$ cat config.mk
export PLATFORM = sky130hd
export DESIGN_NAME = sr_gate_seq
export DESIGN_NICKNAME = d
export VERILOG_FILES = /design/src/rtl/sr_gate_pkg.sv /design/src/rtl/sr_release_window.sv /design/src/rtl/sr_channel.sv /design/src/rtl/sr_overlap_guard.sv /design/src/rtl/sr_gate_seq.sv
export SDC_FILE = /design/constraint.sdc
export NUM_CORES = 1
export LEC_CHECK = 0
export BUFFER_PORTS_ARGS = -buffer_cell sky130_fd_sc_hd__buf_2
export CAP_MARGIN = 10
export CORE_ASPECT_RATIO = 1.5
export CORE_MARGIN = 2
export CORE_UTILIZATION = 33
export DETAILED_ROUTE_END_ITERATION = 10
export PLACE_DENSITY = 0.61
export SLEW_MARGIN = 20
export SYNTH_ARGS = -nofsm -noshare
export SYNTH_HDL_FRONTEND = slang
export SYNTH_SLANG_ARGS = --single-unit
export TNS_END_PERCENT = 30
$ cat constraint.sdc
create_clock -name clk -period 2.76 [get_ports clk]
set_input_delay 0.276 -clock clk [delete_from_list [all_inputs] [get_ports clk]]
set_output_delay 0.276 -clock clk [all_outputs]
set_load 0.03 [all_outputs]
$ cat src/rtl/sr_gate_pkg.sv
package sr_gate_pkg;

    typedef enum logic [2:0] {
        ST_IDLE   = 3'd0,
        ST_ARMED  = 3'd1,
        ST_ON_MIN = 3'd2,
        ST_ON     = 3'd3,
        ST_TOFF   = 3'd4,
        ST_DONE   = 3'd5
    } sr_state_e;

endpackage

$ cat src/rtl/sr_release_window.sv
module sr_release_window #(
    parameter int W = 8
) (
    input  logic         clk,
    input  logic         rst_n,
    input  logic         en_i,
    input  logic         rel_i,
    input  logic [W-1:0] ext_i,
    output logic         rise_o,
    output logic         open_o
);
    typedef struct packed {
        logic         prev;
        logic [W-1:0] ext_cnt;
    } win_t;

    win_t r_d, r_q;

    always_comb begin
        r_d      = r_q;
        r_d.prev = rel_i;
        if (rel_i) begin
            r_d.ext_cnt = ext_i;
        end else if (r_q.ext_cnt != '0) begin
            r_d.ext_cnt = r_q.ext_cnt - 1'b1;
        end
        if (!en_i) begin
            r_d.ext_cnt = '0;
        end
    end

    always_ff @(posedge clk or negedge rst_n) begin
        if (!rst_n) begin
            r_q <= '0;
        end else begin
            r_q <= r_d;
        end
    end

    assign rise_o = rel_i && !r_q.prev;
    assign open_o = rel_i || (r_q.ext_cnt != '0);

endmodule

$ cat src/rtl/sr_channel.sv
module sr_channel
    import sr_gate_pkg::*;
#(
    parameter int W = 8
) (
    input  logic         clk,
    input  logic         rst_n,
    input  logic         en_i,
    input  logic         rise_i,
    input  logic         open_i,
    input  logic         on_flag_i,
    input  logic         off_flag_i,
    input  logic [W-1:0] min_on_i,
    input  logic [W-1:0] off_dly_i,
    output logic         gate_o
);
    typedef struct packed {
        sr_state_e    st;
        logic [W-1:0] cnt;
    } ch_t;

    ch_t c_d, c_q;

    always_comb begin
        c_d = c_q;
        case (c_q.st)
            ST_IDLE, ST_DONE: begin
                if (rise_i) c_d.st = ST_ARMED;
            end
            ST_ARMED: begin
                if (!open_i) begin
                    c_d.st = ST_DONE;
                end else if (on_flag_i) begin
                    c_d.st  = ST_ON_MIN;
                    c_d.cnt = min_on_i;
                end
            end
            ST_ON_MIN: begin
                if (!open_i) begin
                    c_d.st = ST_DONE;
                end else if (c_q.cnt == '0) begin
                    c_d.st = ST_ON;
                end else begin
                    c_d.cnt = c_q.cnt - 1'b1;
                end
            end
            ST_ON: begin
                if (!open_i) begin
                    c_d.st = ST_DONE;
                end else if (off_flag_i) begin
                    c_d.st  = ST_TOFF;
                    c_d.cnt = off_dly_i;
                end
            end
            ST_TOFF: begin
                if (!open_i || c_q.cnt == '0) begin
                    c_d.st = ST_DONE;
                end else begin
                    c_d.cnt = c_q.cnt - 1'b1;
                end
            end
            default: begin
                c_d.st = ST_IDLE;
            end
        endcase
        if (!en_i) begin
            c_d.st  = ST_IDLE;
            c_d.cnt = '0;
        end
    end

    always_ff @(posedge clk or negedge rst_n) begin
        if (!rst_n) begin
            c_q <= '{st: ST_IDLE, cnt: '0};
        end else begin
            c_q <= c_d;
        end
    end

    assign gate_o = (c_q.st == ST_ON_MIN) || (c_q.st == ST_ON) || (c_q.st == ST_TOFF);

endmodule

$ cat src/rtl/sr_overlap_guard.sv
module sr_overlap_guard #(
    parameter int NCH = 2
) (
    input  logic [NCH-1:0] req_i,
    output logic [NCH-1:0] gate_o
);
    always_comb begin
        gate_o = req_i;
        if ($countones(req_i) > 1) begin
            gate_o = '0;
        end
    end

endmodule

$ cat src/rtl/sr_gate_seq.sv
module sr_gate_seq #(
    parameter int W = 8
) (
    input  logic         clk,
    input  logic         rst_n,
    input  logic         en_i,
    input  logic         inv_a_i,
    input  logic         inv_b_i,
    input  logic [1:0]   on_flag_i,
    input  logic [1:0]   off_flag_i,
    input  logic [W-1:0] min_on_i,
    input  logic [W-1:0] ext_i,
    input  logic [W-1:0] off_dly_i,
    output logic [1:0]   gate_o
);
    localparam int NCH = 2;

    logic [NCH-1:0] rel;
    logic [NCH-1:0] rise;
    logic [NCH-1:0] win_open;
    logic [NCH-1:0] raw_gate;

    assign rel = {inv_b_i, inv_a_i};

    for (genvar i = 0; i < NCH; i++) begin : g_ch
        sr_release_window #(.W(W)) u_win (
            .clk    (clk),
            .rst_n  (rst_n),
            .en_i   (en_i),
            .rel_i  (rel[i]),
            .ext_i  (ext_i),
            .rise_o (rise[i]),
            .open_o (win_open[i])
        );

        sr_channel #(.W(W)) u_chan (
            .clk        (clk),
            .rst_n      (rst_n),
            .en_i       (en_i),
            .rise_i     (rise[i]),
            .open_i     (win_open[i]),
            .on_flag_i  (on_flag_i[i]),
            .off_flag_i (off_flag_i[i]),
            .min_on_i   (min_on_i),
            .off_dly_i  (off_dly_i),
            .gate_o     (raw_gate[i])
        );
    end

    sr_overlap_guard #(.NCH(NCH)) u_guard (
        .req_i  (raw_gate),
        .gate_o (gate_o)
    );

endmodule

==> out/metrics.yaml, run 1 <==
dp_hpwl_um: 5340
r2r_setup_slack_ps: 460
drtAntennaViolNets: 0
utilization_pct: 38.6
relSlewSlack_pct: 35.9
finalWeightedCongestion: 0.844
stdcell_count: 486
place.port_buffers: 34
slowest_delay_ps: 570
cts_root_buffer: "clkbuf_16"
yosysWarnings: 0
synth_edf_count: 0
crit_type: "reg -> reg"
pwr-share-comb_pct: 48.6
period_share_pct: 83.4
die_area_mm2: 0.00968
area_growth_pct: 14.8
hold_viol: 0
start_util_pct: 33.7
p_sw_w: 0.00145
vias: 2695
netlist_instances: 349
cts_tree: "done"
drt_wl_total_um: 7440
core_area_mm2: 0.00872
worst_pin_slew_ps: 961
p_clk_share_pct: 20.6
dpl_cell_area_mm2: 0.00319
synthArstFlopShare_pct: 100
synth_top_cell_area_share_pct: 34.1
sw_frac_of_total_pct: 42.0
dr.max_layer_used: "met4"
crit_slowest_cell: "nor4_1"
row_count: 42
insertion_delay_ps: 290
die_w_um: 81.0
p_seq_share_pct: 30.8
synth_flop_cell: "dfrtp_1"
ctsHoldBuffers: 0
routed-wl-met2_um: 3650
synth_area_leader_cell: "dfrtp_1"
fillers: 923
fin_tns_setup_ps: 0
design_area_mm2: 0.00337
end_kind: "flop"
grt_usage_pct: 16.0
avgSynthCellArea_um2: 8.41
fin_skew_ps: 6.36
antenna_found_initial: 0
irDropWorstVdd_mv: 0.381
finalCriticalPeriod_ps: 2300
cts_setup_buffers: 0
path_clk_slew_ps: 60
ys_seq_area_share_pct: 34.1
antenna_cells: 0
worstSetupStartpointType: "flop"
synth-seq-cells: 40
post_cts_resized: 0
whs_ps: 136
fmax_ghz: 0.434
internal_power_w: 0.00200
met3_length_um: 371
grt_pass1_vias: 2631
multi_input_area_mm2: 0.00179
via_per_inst: 5.55
synth.cell_area_mm2: 0.00294
hold_path_class: "in -> async"
netlist-cell-type-count: 59
seqCellArea_mm2: 0.00100
drc_errors: 0
setup_viol_count_final: 0
io_pins: 35
synthesis.nets: 388
chipHeight_um: 120
power.density_mw_per_mm2: 1020
crit_chain: "nor4_1 -> and4b_1 -> o21ai_0 -> a41oi_1 -> mux2_2"
met1_length_um: 3280
wl_per_cell_um: 15.3
arrival_ps: 2460
grt_pass1_wl_um: 12300
grt_overflow: 0
outcome: "complete, no violations"
cts_buffer_depth: 2
p_leak_nw: 1.45
num-nets-final: 414
rsz0062_at_grt: "false"
dr.pass1.iters: 4
cap_violations: 0
grt_start_max_net_pins: 41
htree_levels: 2
required_ps: 2920
finalMaxSlewViolations: 0
drt_iter0_drc: 178
dpl.cell_count: 478
path_max_fanout: 6
cts_sinks: 40
synth_area_leaders: "dfrtp_1 34%, o21ai_0 5.6%, nor2_1 5.2%"
tritoncts.num_buffers: 5
drive_above_1_share_pct: 15.7
## metal layers
layer,vias to the layer above,track usage [%]
met2,71,27.2
met3,10,3.16
li1,1331,-
met5,-,0
met4,0,5.40
met1,1283,20.0
## per-stage QoR
stage | worst slack (ps) | power [W]
after global placement | 547 | 0.00271
after global routing | 288 | 0.00374
after CTS | 465 | 0.00347
after floorplan | 596 | 0.00239
final | 457 | 0.00345
after detailed placement | 519 | 0.00275
## area by class of cell
type	instances	area share, %
Multi-Input combinational cell	274	53.0
Sequential cell	40	29.7
Timing Repair Buffer	39	6.16
Clock buffer	7	4.53
Tap cell	110	4.08
Inverter	15	1.67
Clock inverter	1	0.891
## worst paths after layout
path | start | endpoint | cells past startpoint
setup / recovery | g_ch[1].u_win.r_q[2] | g_ch[1].u_chan.c_q[10] | 5
max in group asynchronous | rst_n | g_ch[1].u_win.r_q[5] | 1
hold / removal | rst_n | g_ch[1].u_win.r_q[6] | 1
min in group clk | ext_i[3] | g_ch[0].u_win.r_q[3] | 3
hold reg to reg | g_ch[1].u_chan.c_q[7] | g_ch[1].u_chan.c_q[7] | 1
setup reg to reg | g_ch[1].u_win.r_q[2] | g_ch[1].u_chan.c_q[10] | 5
## cells in the final DEF (no fill, tap or decap), types with 2 or more instances in the layout
| cell type | count |
|---|---|
| mux2_2 | 5 |
| nand2_1 | 25 |
| nor2_1 | 41 |
| a31oi_1 | 6 |
| nor3b_1 | 5 |
| o22ai_1 | 6 |
| xor2_1 | 10 |
| or3_1 | 2 |
| inv_1 | 15 |
| a2bb2oi_1 | 2 |
| nand2b_1 | 8 |
| or4_1 | 2 |
| xnor2_1 | 11 |
| a211oi_1 | 5 |
| nand3_1 | 8 |
| dfrtp_1 | 40 |
| a221oi_1 | 3 |
| ha_1 | 6 |
| clkbuf_8 | 2 |
| o31ai_1 | 2 |
| mux2i_1 | 11 |
| and2_1 | 2 |
| o221ai_1 | 6 |
| o21ai_0 | 33 |
| clkbuf_16 | 5 |
| nor3_1 | 13 |
| o22ai_4 | 2 |
| nor2b_1 | 5 |
| nor4_1 | 3 |
| a311o_1 | 2 |
| nor4b_1 | 2 |
| buf_4 | 5 |
| a21oi_1 | 20 |
| o32a_1 | 3 |
| nand4b_1 | 2 |
| buf_2 | 34 |
## cell usage after synthesis (2+ instances only)
master     instances
nor2_1            41
dfrtp_1           40
o21ai_0           33
nand2_1           25
a21oi_1           20
inv_1             15
clkbuf_1          13
nor3_1            13
mux2i_1           11
xnor2_1           11
xor2_1            10
nand2b_1           8
nand3_1            8
a31oi_1            6
ha_1               6
o221ai_1           6
o22ai_1            6
a211oi_1           5
mux2_2             5
nor2b_1            5
nor3b_1            5
a221oi_1           3
buf_2              3
nor4_1             3
o32a_1             3
a2bb2oi_1          2
a311o_1            2
and2_1             2
buf_1              2
buf_6              2
nand4b_1           2
nor4b_1            2
o22ai_4            2
o31ai_1            2
or3_1              2
or4_1              2
## sequential cells by signal, summed over array words and instances (netlist names)
signal and cells:
g_ch.u_chan.c_q 22, g_ch.u_win.r_q 18
## critical path, delay by kind of cell, from the launching register on
kind,cells,cell delay (ps)
muxes,1,380
AOI/OAI and AO/OA,2,420
DFF,1,410
and+or+nand+nor,2,970
## logic make-up (layout without fill, tap and decap cells)
kind of cell               count (synthesis)  after routing  synth area share [%]
AOI/OAI and AO/OA                        104            104                  23.9
muxes                                     17             17                  6.05
adders and majority gates                  6              6                  2.56
xor gates and xnor gates                  21             21                  6.26
buffers and inverters                     35             62                  5.11
DFF                                       40             40                  34.1
and+or+nand+nor                          126            126                  22.0
## power groups by stage
stage	registers, W	clock network (W)	logic [W]
6_report	0.00106	0.000711	0.00168
5_1_grt	0.00110	0.000755	0.00189
4_1_cts	0.00106	0.000727	0.00169
3_5_place_dp	0.00107	0	0.00168
3_3_place_gp	0.00106	0	0.00166
2_1_floorplan	0.000914	0	0.00147
No activity file was read; power rests on OpenSTA's default activity.
==> inputs of run 2 (changes only) <==
--- a/config.mk
+++ b/config.mk
@@ -11,7 +11,7 @@
 export CORE_MARGIN = 2
 export CORE_UTILIZATION = 33
 export DETAILED_ROUTE_END_ITERATION = 10
-export PLACE_DENSITY = 0.61
+export PLACE_DENSITY = 0.63
 export SLEW_MARGIN = 20
 export SYNTH_ARGS = -nofsm -noshare
 export SYNTH_HDL_FRONTEND = slang
==> constraint.sdc (replaced) <==
create_clock -name clk -period 1.89 [get_ports clk]
set_input_delay 0.189 -clock clk [delete_from_list [all_inputs] [get_ports clk]]
set_output_delay 0.189 -clock clk [all_outputs]
set_load 0.03 [all_outputs]
==> out/metrics.yaml, run 2 (synthesis gave the netlist of run 1 again) <==
fin_skew_ps: 3.91
finalCriticalPeriod_ps: 2140
wl_per_cell_um: 15.4
start_util_pct: 33.7
power.density_mw_per_mm2: 1470
dpl.cell_count: 521
path_clk_slew_ps: 60
whs_ps: 62.6
antenna_cells: 0
arrival_ps: 2370
period_share_pct: 113
die_w_um: 81.0
required_ps: 2120
dp_slack_ps: -299
setup_viol_count_final: 20
p_leak_nw: 1.68
cap_violations: 0
drt_iter0_drc: 105
largest-register: "g_ch.u_chan.c_q"
dr.pass1.iters: 5
end_kind: "flop"
cts_sinks: 40
drt_wl_total_um: 8180
layout_commonest_cell: "buf_4"
top_regs: "g_ch.u_chan.c_q x22, g_ch.u_win.r_q x18"
drive_above_1_share_pct: 28.7
grt_start_max_net_pins: 25
crit_type: "reg -> reg"
num-nets-final: 459
cts_tree: "done"
finalWeightedCongestion: 0.843
die_area_mm2: 0.00968
outcome: "complete, but fails checks"
grt_pass1_vias: 2951
rsz0062_at_grt: "true"
grt_overflow: 0
tritoncts.num_buffers: 5
area_growth_pct: 29.3
relSlewSlack_pct: 65.4
antenna_found_initial: 0
cts_root_buffer: "clkbuf_16"
violations: "negative setup slack"
vias: 2889
worst_pin_slew_ps: 517
htree_levels: 2
core_area_mm2: 0.00872
fin_tns_setup_ps: -2650
row_count: 42
layout_common_cells: "45 x buf_4, 40 x nor2_1, 37 x dfrtp_1"
fmax_ghz: 0.467
chipHeight_um: 120
grt_pass1_wl_um: 13700
place.port_buffers: 34
via_per_inst: 5.44
largest_reg_flops: 22
hold_path_class: "in -> reg"
p_total_w: 0.00559
dp_hpwl_um: 6170
setup_slack_ps: -252
path_max_fanout: 5
finalMaxSlewViolations: 0
insertion_delay_ps: 290
hold_viol: 0
drtAntennaViolNets: 0
irDropWorstVdd_mv: 0.746
stdcell_count: 531
worstSetupStartpointType: "flop"
cts_buffer_depth: 2
grt_usage_pct: 18.2
drc_errors: 0
io_pins: 35
[run 2: changes by cell type in the layout (fill, tap and decap cells not counted), moves of 3 or more]
| cell | delta |
|---|---|
| buf_4 | +40 |
| buf_6 | +3 |
| dfrtp_1 | -3 |
| o21ai_1 | +8 |
| dfrtp_2 | +3 |
| o21ai_0 | -8 |
[run 2: worst max-delay path, stage by stage, from the launching register on]
cell	delay, ps
dfrtp_1	380
or4_4	540
or4_4	580
buf_6	170
a221oi_4	230
mux2_4	180
[run 2: final timing paths]
check / from / endpoint / slack [ps] / cells after the start
min reg2reg: g_ch[1].u_chan.c_q[1] / g_ch[1].u_chan.c_q[1] / 540 / 1
max reg2reg: g_ch[0].u_win.r_q[6] / g_ch[0].u_chan.c_q[8] / -250 / 5
max in group asynchronous: rst_n / g_ch[1].u_chan.c_q[10] / 1030 / 3
min in group asynchronous: rst_n / g_ch[1].u_win.r_q[4] / 370 / 2
min: inv_b_i / g_ch[1].u_win.r_q[8] / 60 / 1
max: g_ch[0].u_win.r_q[6] / g_ch[0].u_chan.c_q[8] / -250 / 5
[run 2: layer usage]
layer  GRT usage (%)  wire [um]  vias up
li1                -          -     1420
met1            21.9       3450     1385
met2            31.2       4160       71
met3            2.48        324       13
met4            8.69        245        0
met5               0          0        -
[run 2: final cells by class]
| class | count | area [um2] |
|---|---|---|
| flip-flops and latches | 40 | 1000 |
| well taps | 110 | 138 |
| clock buffers | 6 | 139 |
| multi-input cells | 274 | 1860 |
| clock inverters | 2 | 10.0 |
| fillers | 902 | 4930 |
| inverters | 15 | 56.3 |
| repair buffers | 84 | 589 |
[run 2: power breakdown]
group	switching (W)	total [W]	internal, W
clock network	0.000357	0.000878	0.000521
registers	0.000291	0.00142	0.00113
logic	0.00169	0.00330	0.00160
total	0.00234	0.00559	0.00325
[run 2: metrics by stage]
step                area, um2  utilization (%)
floorplan                2950                -
global placement         3550             40.6
detailed placement       3550             40.6
CTS                      3750             43.0
global route             3800             43.5
finish                   3800             43.5
[run 2: timing repair]
action | 4_1_cts | 5_1_grt
setup endpoints to repair | 30 | 32
endpoints found under the hold margin | 16 | 0
setup buffers | 1 | 0
pin swaps | 6 | 2
hold buffers | 1 | 0
gates resized for setup | 11 | 18
